--- src/rtl/dma_arb_pkg.sv ---
package dma_arb_pkg;
    localparam int unsigned DEF_NCH   = 4;
    localparam int unsigned DEF_CNT_W = 16;

    typedef enum logic [1:0] {
        ST_CPU = 2'd0,
        ST_DMA = 2'd1,
        ST_GAP = 2'd2
    } arb_state_e;
endpackage

--- src/rtl/dma_chan_counter.sv ---
module dma_chan_counter #(
    parameter int unsigned CNT_W = 16
) (
    input  logic             clk,
    input  logic             rst_n,
    input  logic             load_i,
    input  logic [CNT_W-1:0] load_val_i,
    input  logic             dec_i,
    output logic             en_o,
    output logic             last_o,
    output logic             tc_o
);
    logic [CNT_W-1:0] cnt_q;

    always_ff @(posedge clk or negedge rst_n) begin
        if (!rst_n) begin
            cnt_q <= '0;
            en_o  <= 1'b0;
            tc_o  <= 1'b0;
        end else begin
            tc_o <= 1'b0;
            if (load_i) begin
                cnt_q <= load_val_i;
                en_o  <= (load_val_i != '0);
            end else if (dec_i && en_o) begin
                cnt_q <= cnt_q - 1'b1;
                if (cnt_q == CNT_W'(1)) begin
                    en_o <= 1'b0;
                    tc_o <= 1'b1;
                end
            end
        end
    end

    assign last_o = en_o && (cnt_q == CNT_W'(1));
endmodule

--- src/rtl/dma_prio_pick.sv ---
module dma_prio_pick #(
    parameter int unsigned N = 4,
    localparam int unsigned IDX_W = (N > 1) ? $clog2(N) : 1
) (
    input  logic [N-1:0]     req_i,
    output logic             valid_o,
    output logic [IDX_W-1:0] idx_o
);
    always_comb begin
        valid_o = |req_i;
        idx_o   = '0;
        for (int i = N - 1; i >= 0; i--) begin
            if (req_i[i]) idx_o = IDX_W'(i);
        end
    end
endmodule

--- src/rtl/dma_req_watch.sv ---
module dma_req_watch #(
    parameter int unsigned N = 4
) (
    input  logic         clk,
    input  logic         rst_n,
    input  logic [N-1:0] req_i,
    input  logic         capture_i,
    input  logic         consume_i,
    output logic [N-1:0] rise_o,
    output logic [N-1:0] ovr_o
);
    logic [N-1:0] req_q;
    logic [N-1:0] ovr_q;

    assign rise_o = req_i & ~req_q;
    assign ovr_o  = ovr_q;

    always_ff @(posedge clk or negedge rst_n) begin
        if (!rst_n) begin
            req_q <= '0;
            ovr_q <= '0;
        end else begin
            req_q <= req_i;
            if (consume_i)      ovr_q <= '0;
            else if (capture_i) ovr_q <= ovr_q | rise_o;
        end
    end
endmodule

--- src/rtl/dma_bus_arbiter.sv ---
module dma_bus_arbiter
    import dma_arb_pkg::*;
#(
    parameter int unsigned NCH   = DEF_NCH,
    parameter int unsigned CNT_W = DEF_CNT_W,
    localparam int unsigned IDX_W = (NCH > 1) ? $clog2(NCH) : 1
) (
    input  logic             clk,
    input  logic             rst_n,
    input  logic [NCH-1:0]   req_i,
    input  logic [NCH-1:0]   mode_block_i,
    input  logic [NCH-1:0]   cnt_wr_i,
    input  logic [CNT_W-1:0] cnt_wdata_i,
    input  logic             xfer_done_i,
    output logic             cpu_gnt_o,
    output logic [NCH-1:0]   dma_gnt_o,
    output logic [NCH-1:0]   tc_o
);
    arb_state_e       state_q, state_d;
    logic [IDX_W-1:0] owner_q, owner_d;

    logic [NCH-1:0] en_vec, last_vec, dec_vec;
    logic [NCH-1:0] eligible, rise_vec, ovr_vec, ovr_cand;
    logic           norm_valid, ovr_valid;
    logic [IDX_W-1:0] norm_idx, ovr_idx;
    logic           owner_block, owner_last, owner_en;
    logic           capture, consume;

    // per-channel counters
    for (genvar g = 0; g < NCH; g++) begin : g_chan
        assign dec_vec[g] = (state_q == ST_DMA) && xfer_done_i && (owner_q == IDX_W'(g));
        dma_chan_counter #(.CNT_W(CNT_W)) u_cnt (
            .clk        (clk),
            .rst_n      (rst_n),
            .load_i     (cnt_wr_i[g]),
            .load_val_i (cnt_wdata_i),
            .dec_i      (dec_vec[g]),
            .en_o       (en_vec[g]),
            .last_o     (last_vec[g]),
            .tc_o       (tc_o[g])
        );
    end

    assign eligible    = req_i & en_vec;
    assign owner_block = mode_block_i[owner_q];
    assign owner_last  = last_vec[owner_q];
    assign owner_en    = en_vec[owner_q];

    // newcomer window: the single-unit done cycle and the gap slot after it
    assign capture = (state_q == ST_DMA) && xfer_done_i && !owner_block;
    assign consume = (state_q == ST_GAP);

    dma_req_watch #(.N(NCH)) u_watch (
        .clk       (clk),
        .rst_n     (rst_n),
        .req_i     (req_i),
        .capture_i (capture),
        .consume_i (consume),
        .rise_o    (rise_vec),
        .ovr_o     (ovr_vec)
    );

    assign ovr_cand = (ovr_vec | rise_vec) & eligible;

    dma_prio_pick #(.N(NCH)) u_pick_norm (
        .req_i   (eligible),
        .valid_o (norm_valid),
        .idx_o   (norm_idx)
    );

    dma_prio_pick #(.N(NCH)) u_pick_ovr (
        .req_i   (ovr_cand),
        .valid_o (ovr_valid),
        .idx_o   (ovr_idx)
    );

    // state register
    always_ff @(posedge clk or negedge rst_n) begin
        if (!rst_n) begin
            state_q <= ST_CPU;
            owner_q <= '0;
        end else begin
            state_q <= state_d;
            owner_q <= owner_d;
        end
    end

    // next state
    always_comb begin
        state_d = state_q;
        owner_d = owner_q;
        unique case (state_q)
            ST_CPU: begin
                if (norm_valid) begin
                    state_d = ST_DMA;
                    owner_d = norm_idx;
                end
            end
            ST_GAP: begin
                if (ovr_valid) begin
                    state_d = ST_DMA;
                    owner_d = ovr_idx;
                end else if (norm_valid) begin
                    state_d = ST_DMA;
                    owner_d = norm_idx;
                end else begin
                    state_d = ST_CPU;
                end
            end
            ST_DMA: begin
                if (xfer_done_i) begin
                    if (!owner_block)                  state_d = ST_GAP;
                    else if (owner_last || !owner_en)  state_d = ST_CPU;
                end
            end
            default: state_d = ST_CPU;
        endcase
    end

    // outputs
    always_comb begin
        cpu_gnt_o = (state_q != ST_DMA);
        dma_gnt_o = '0;
        if (state_q == ST_DMA) dma_gnt_o[owner_q] = 1'b1;
    end
endmodule

--- config.mk ---
export PLATFORM = sky130hd
export DESIGN_NAME = dma_bus_arbiter
export DESIGN_NICKNAME = d
export VERILOG_FILES = /design/src/rtl/dma_arb_pkg.sv /design/src/rtl/dma_chan_counter.sv /design/src/rtl/dma_prio_pick.sv /design/src/rtl/dma_req_watch.sv /design/src/rtl/dma_bus_arbiter.sv
export SDC_FILE = /design/constraint.sdc
export NUM_CORES = 1
export LEC_CHECK = 0
export BUFFER_PORTS_ARGS = -buffer_cell sky130_fd_sc_hd__buf_2
export CAP_MARGIN = 20
export CELL_PAD_IN_SITES_DETAIL_PLACEMENT = 0
export CELL_PAD_IN_SITES_GLOBAL_PLACEMENT = 1
export CORE_MARGIN = 2
export CORE_UTILIZATION = 50
export DETAILED_ROUTE_END_ITERATION = 16
export PLACE_DENSITY = 0.83
export SLEW_MARGIN = 20
export SYNTH_ARGS = -nofsm -noshare
export SYNTH_HDL_FRONTEND = slang
export SYNTH_SLANG_ARGS = --single-unit
--- constraint.sdc ---
create_clock -name clk -period 4.5 [get_ports clk]
set_input_delay 0.45 -clock clk [delete_from_list [all_inputs] [get_ports clk]]
set_output_delay 0.45 -clock clk [all_outputs]
set_load 0.005 [all_outputs]
## Word-level counts from Yosys, hierarchy flattened

Index checks and enable logic that the tools add are counted.

| cells by class | value |
|---|---|
| add/subtract/negate cells | 4 |
| order comparisons | 2 |
| equality and inequality tests | 13 |
| muxes and demuxes | 61 |
| bitwise operators | 5 |
| reduce and logical (&&, ||, !) cells | 38 |

Operators by type and width:

| cell | number |
|---|---|
| 16-bit 2-to-1 mux | 8 |
| 16-bit by 1-bit == test with 1-bit output, second input constant | 4 |
| 16-bit by 1-bit subtractor with 16-bit output, second input constant | 4 |
| 1-bit 2-to-1 mux | 30 |
| 2-bit 2-to-1 mux | 14 |
| 2-bit nonzero test | 10 |
| 16-bit nonzero test | 1 |
| 1-bit logical AND | 15 |
| 4-bit AND | 3 |
| 4-bit 2-to-1 mux | 3 |
| 2-bit AND reduction | 4 |
| 4-bit OR reduction | 2 |
| 1-bit binary-select mux with 2-bit select | 3 |
| 2-bit == test, second input constant | 3 |
| 2-bit case mux with 3 select lines | 1 |
| 2-bit by 1-bit == test with 1-bit output, second input constant | 2 |
| 2-bit zero test | 2 |
| 2-bit inequality test, second input constant | 2 |
| 4-bit NOT | 1 |
| 4-bit OR | 1 |
| 2-bit case mux with 2 select lines | 1 |
| 2-bit by 3-bit < comparator with 1-bit output, second input constant | 1 |
| 3-bit by 2-bit inequality test with 1-bit output, second input constant | 1 |
| 3-bit AND reduction | 1 |
| 5 further kinds | 6 |

| word-level totals | value |
|---|---|
| bits in registers | 84 |
| input bits | 31 |
| output and inout bits | 9 |
| word-level logic and storage cells | 139 |

## Longest topological paths before layout

| logic depth | value |
|---|---|
| depth in word-level cells | 10 |
| depth in mapped cells | 7 |
| depth with buffers taken out | 7 |

## Cells and area by module

A second synthesis with hierarchy kept.

| second synthesis, totals | value |
|---|---|
| cells, all modules | 549 |
| area total of the unflattened synthesis | 5058.6 sq um |

Modules (own cells, without submodules):

| module | instances | cells each | area each (sq um) | sequential area each (sq um) |
|---|---|---|---|---|
| dma_chan_counter (g_chan[0].u_cnt ...) | 3 | 115 | 1069.8 | 450.4 |
| dma_chan_counter (g_chan[3].u_cnt) | 1 | 115 | 1084.8 | 450.4 |
| dma_bus_arbiter | 1 | 51 | 404.1 | 100.1 |
| dma_req_watch | 1 | 24 | 290.3 | 200.2 |
| dma_prio_pick | 2 | 7 | 35.0 | 0.0 |

## Worst setup path before layout

OpenSTA, ideal clock, no wires.

| timing | value |
|---|---|
| kind | register to register |
| start point | register g_chan[1].u_cnt.cnt_q[4] |
| end point | register g_chan[1].u_cnt.cnt_q[13] |
| setup time | 0.125 ns |
| data arrival time | 1.682 ns |
| required time | 4.375 ns |
| path slack | 2.693 ns |
| stages on the path, launching flop included | 6 |
| buffers on the path | 0 |
| period minus slack after synthesis | 1.807 ns |
| path through | dfrtp_1 or3_4 nor4_4 nand4b_1 xnor2_1 mux2_2 |

| between the ends | value |
|---|---|
| longest elaborated chain between the ends | 3 |

Ends and longest elaborated chain:

| element | RTL line | RTL |
|---|---|---|
| from (decl) | dma_chan_counter.sv:13 | `logic [CNT_W-1:0] cnt_q;` |
| from (signal assigned) | dma_chan_counter.sv:23 | `cnt_q <= load_val_i;` |
| from (signal assigned) | dma_chan_counter.sv:26 | `cnt_q <= cnt_q - 1'b1;` |
| 16-bit by 1-bit subtractor with 16-bit output | dma_chan_counter.sv:26 |  |
| 16-bit 2-to-1 mux | dma_chan_counter.sv:25 | `end else if (dec_i && en_o) begin` |
| 16-bit 2-to-1 mux | dma_chan_counter.sv:22 | `if (load_i) begin` |

No other way between the ends. The select of a mux whose other input is x is not followed.
A chain may end at the register's enable or synchronous reset.

## Final worst setup path

| timing | value |
|---|---|
| start point | register g_chan[2].u_cnt.cnt_q[5] |
| end point | register state_q[0] |

| between the ends | value |
|---|---|
| longest elaborated chain between the ends | 7 |

Ends and longest elaborated chain:

| element | RTL line | RTL |
|---|---|---|
| from (decl) | dma_chan_counter.sv:13 |  |
| from (signal assigned) | dma_chan_counter.sv:23 |  |
| from (signal assigned) | dma_chan_counter.sv:26 |  |
| 16-bit by 1-bit == test with 1-bit output | dma_chan_counter.sv:35 | `assign last_o = en_o && (cnt_q == CNT_W'(1));` |
| 1-bit logical AND | dma_chan_counter.sv:35 |  |
| 1-bit binary-select mux with 2-bit select | dma_bus_arbiter.sv:46 | `assign owner_last = last_vec[owner_q];` |
| 1-bit 2-to-1 mux (not written as such) | dma_bus_arbiter.sv:46 |  |
| 1-bit logical OR | dma_bus_arbiter.sv:113 | `else if (owner_last \|\| !owner_en) state_d = ST_CPU;` |
| 3-bit by 2-bit inequality test with 1-bit output (no source line) | - |  |
| 3-bit AND reduction (no source line) | - |  |
| to (signal assigned) | dma_bus_arbiter.sv:83 | `state_q <= state_d;` |
| to (decl) | dma_bus_arbiter.sv:19 | `arb_state_e state_q, state_d;` |

No other way between the ends. The select of a mux whose other input is x is not followed.

==> results by group <==
Clock network
  – Worst skew pair latency: 0.36 ns
  – Clk pin slew, worst setup/hold paths: 0.09 ns
  – CTS resizes: 0
  – Longest Clk Path Bufs: 2
  – # hold bufs at CTS: 0
  – H-tree depth: 3
  – Root Driver: clkbuf_8
  – Post-CTS Setup Inserts: 0
  – CTS tree: built
  – Clk sinks: 84
  – CTS Buf Count: 9

Worst setup path
  – Critical Path AT: 2.32 ns
  – R2R Path End: state_q[0]
  – CP max stage cell: nor2b_1
  – Worst Path Required: 4.75 ns
  – Crit-path max cell delay: 0.61 ns
  – Flop2flop setup slack: 2.42 ns
  – Critical path cell sequence: nor4_1 -> nor2b_1 -> a31oi_1 -> a211oi_1 -> o31ai_1
  – CP Class: reg2reg
  – Worst setup EP type: flop
  – FF-to-FF Start: g_chan[2].u_cnt.cnt_q[5]
  – Reg2Reg Depth: 5
  – Crit-path max FO: 11
  – CP Launch Type: flop

Route
  – DR DRC count: 0
  – First drt pass iteration count: 4
  – Post-detailed-routing wire length: 11.3 mm
  – Routed vias: 3739
  – Post-route antenna net violation count: 0
  – Initial drt markers: 162
  – Drt via density: 5.62
  – Routed len/inst: 17.0 um

Timing
  – Min cycle time layout: 2.08 ns
  – Skew final: 0.0115 ns
  – Relative slew slack: 54.7%
  – RSZ-0062 raised after global routing: false
  – Final hold violations: 0
  – Max Slew Vio Count: 0
  – # setup viols final: 0
  – Final cycle utilization of the critical path: 46.2%
  – Hold Worst Slack: 0.0492 ns
  – Least-Margin Pin Slew: 0.678 ns
  – FMAX: 0.481 GHz
  – Total Negative Setup Slacks: 0 ns

Placed design
  – Port Buffers: 39
  – DP Wirelength: 7.76 mm
  – DP Cell Count: 649
  – RePlAce Congestion: 0.849

Floorplanning
  – DIE WIDTH: 101 um
  – Die Y: 101 um
  – Top-level I/O count: 40
  – Num rows: 35
  – Core footprint: 0.00920 sq mm
  – Initial Util: 51.5%
  – Die Area: 0.0103 sq mm

Cells and area
  – # diodes: 0
  – Area of the multi-input gates: 0.00245 sq mm
  – FF/Latch Area: 0.00210 sq mm
  – Number of fillers in the final layout: 853
  – Layout cells sized above 1: 13.4%
  – Fin cells: 665
  – Final Net Count: 588
  – Fin util: 56.1%
  – Area delta synth->final: 8.98%
  – Most frequent cells in the layout: 84 x nand2_1, 84 x dfrtp_1, 61 x o21ai_0

Power
  – Tot Pwr: 2.02 mW
  – Max rail drop VDD: 0.000179 V
  – Pwr Density: 391 mW/mm^2
  – Leak: 2.13 nW

Run
  – Max_cap viols: 0

Min path
  – Hold Crit Class: in2async

Synth
  – Yosys warnings: 0
  – Post-synth ARST share: 100%
  – EDFF count, synth: 0
  – Yosys top cell area share: 44.4%
  – Yosys top cell by area: dfrtp_1
  – Post-Syn Area per Cell: 9.06 sq um
  – Syn Std Cell Area: 0.00474 sq mm
  – Yosys cell types: 50
  – Synth top area cells: dfrtp_1 44%, nand2_1 6.7%, o21ai_0 6.4%
  – Synth Flop Type: dfrtp_1
  – FF+latch count, synth: 84
  – Sequential area share after synthesis: 44.4%
  – Cells after Synth: 523
  – Syn_nets: 562

GRT
  – Total track usage: 24.4%
  – Initial antenna violation count: 0
  – Largest net degree at the start of global routing: 46
  – Global route overflow: 0
  – First-pass GRT wire length: 19.0 mm
  – Vias in the first global route: 3734

Outcome
  – Status: complete, no violations
==> where the power goes <==
group          leakage [nW]  switching, mW  internal (mW)
Sequential             1.02          0.121          0.851
Combinational          1.01          0.279          0.204
Clock                0.0918          0.293          0.273
Total                  2.13          0.693           1.33
==> metal layers <==
metal | vias up | track usage, % | wire length [um] | part of all wire (%)
met3 | 14 | 5.80 | 650 | 5.8
met4 | 0 | 9.88 | 236 | 2.1
met1 | 1785 | 33.8 | 5210 | 46
li1 | 1854 | - | - | -
met5 | - | 0 | 0 | 0
met2 | 86 | 37.2 | 5200 | 46
==> cells by family (layout without fill, tap and decap cells) <==
group	Yosys count	count (layout)	synth area share, %
mux	10	10	2.61
xor+xnor	59	59	10.9
buf+inv	42	73	3.91
flops	84	84	44.4
compound gates	86	86	9.88
fa+ha+maj	8	8	2.11
simple gates	234	234	26.2
==> worst max-delay path, delay by kind of cell (launching register included) <==
family / cells / cell delay (ns)
AOI/OAI and AO/OA: 3 / 0.63
DFF: 1 / 0.41
and+or+nand+nor: 2 / 0.94
==> metrics by stage <==
stage / setup WS (ns) / area [sq um]
after floorplan: 2.69 / 4740
after global placement: 2.47 / 4960
after detailed placement: 2.45 / 4960
after CTS: 2.44 / 5160
after global routing: 2.27 / 5160
final: 2.42 / 5160
==> cell usage after synthesis, types with 11 or more instances <==
master    number
clkbuf_1      13
dfrtp_1       84
inv_1         17
nand2_1       84
nand3_1       15
nand4_1       16
nor2_1        42
nor3_1        17
nor4_1        11
o21ai_0       61
xnor2_1       30
xor2_1        29
==> flip-flops by register name, indices dropped and copies added (netlist names) <==
signal,flops
owner_q,2
state_q,2
u_watch.ovr_o,4
g_chan.u_cnt.en_o,4
g_chan.u_cnt.tc_o,4
g_chan.u_cnt.cnt_q,64
u_watch.req_q,4
==> layout make-up <==
cell class | count | share of cell area (%)
Multi-Input combinational cell | 397 | 47.5
Clock buffer | 11 | 2.74
Timing Repair Buffer | 40 | 3.97
Tap cell | 111 | 2.69
Sequential cell | 84 | 40.7
Clock inverter | 5 | 1.19
Inverter | 17 | 1.24
==> worst max path at each step <==
stage	startpoint	slack, ns	endpoint	cells past startpoint
final	g_chan[2].u_cnt.cnt_q[5]	2.42	state_q[0]	5
after floorplan	g_chan[1].u_cnt.cnt_q[4]	2.69	g_chan[1].u_cnt.cnt_q[13]	5
after global routing	g_chan[2].u_cnt.cnt_q[4]	2.27	state_q[0]	5
after CTS	g_chan[2].u_cnt.cnt_q[5]	2.44	state_q[0]	5
after global placement	g_chan[2].u_cnt.cnt_q[5]	2.47	state_q[0]	5
after detailed placement	g_chan[2].u_cnt.cnt_q[5]	2.45	state_q[0]	5
(Power assumes the default switching activity.)
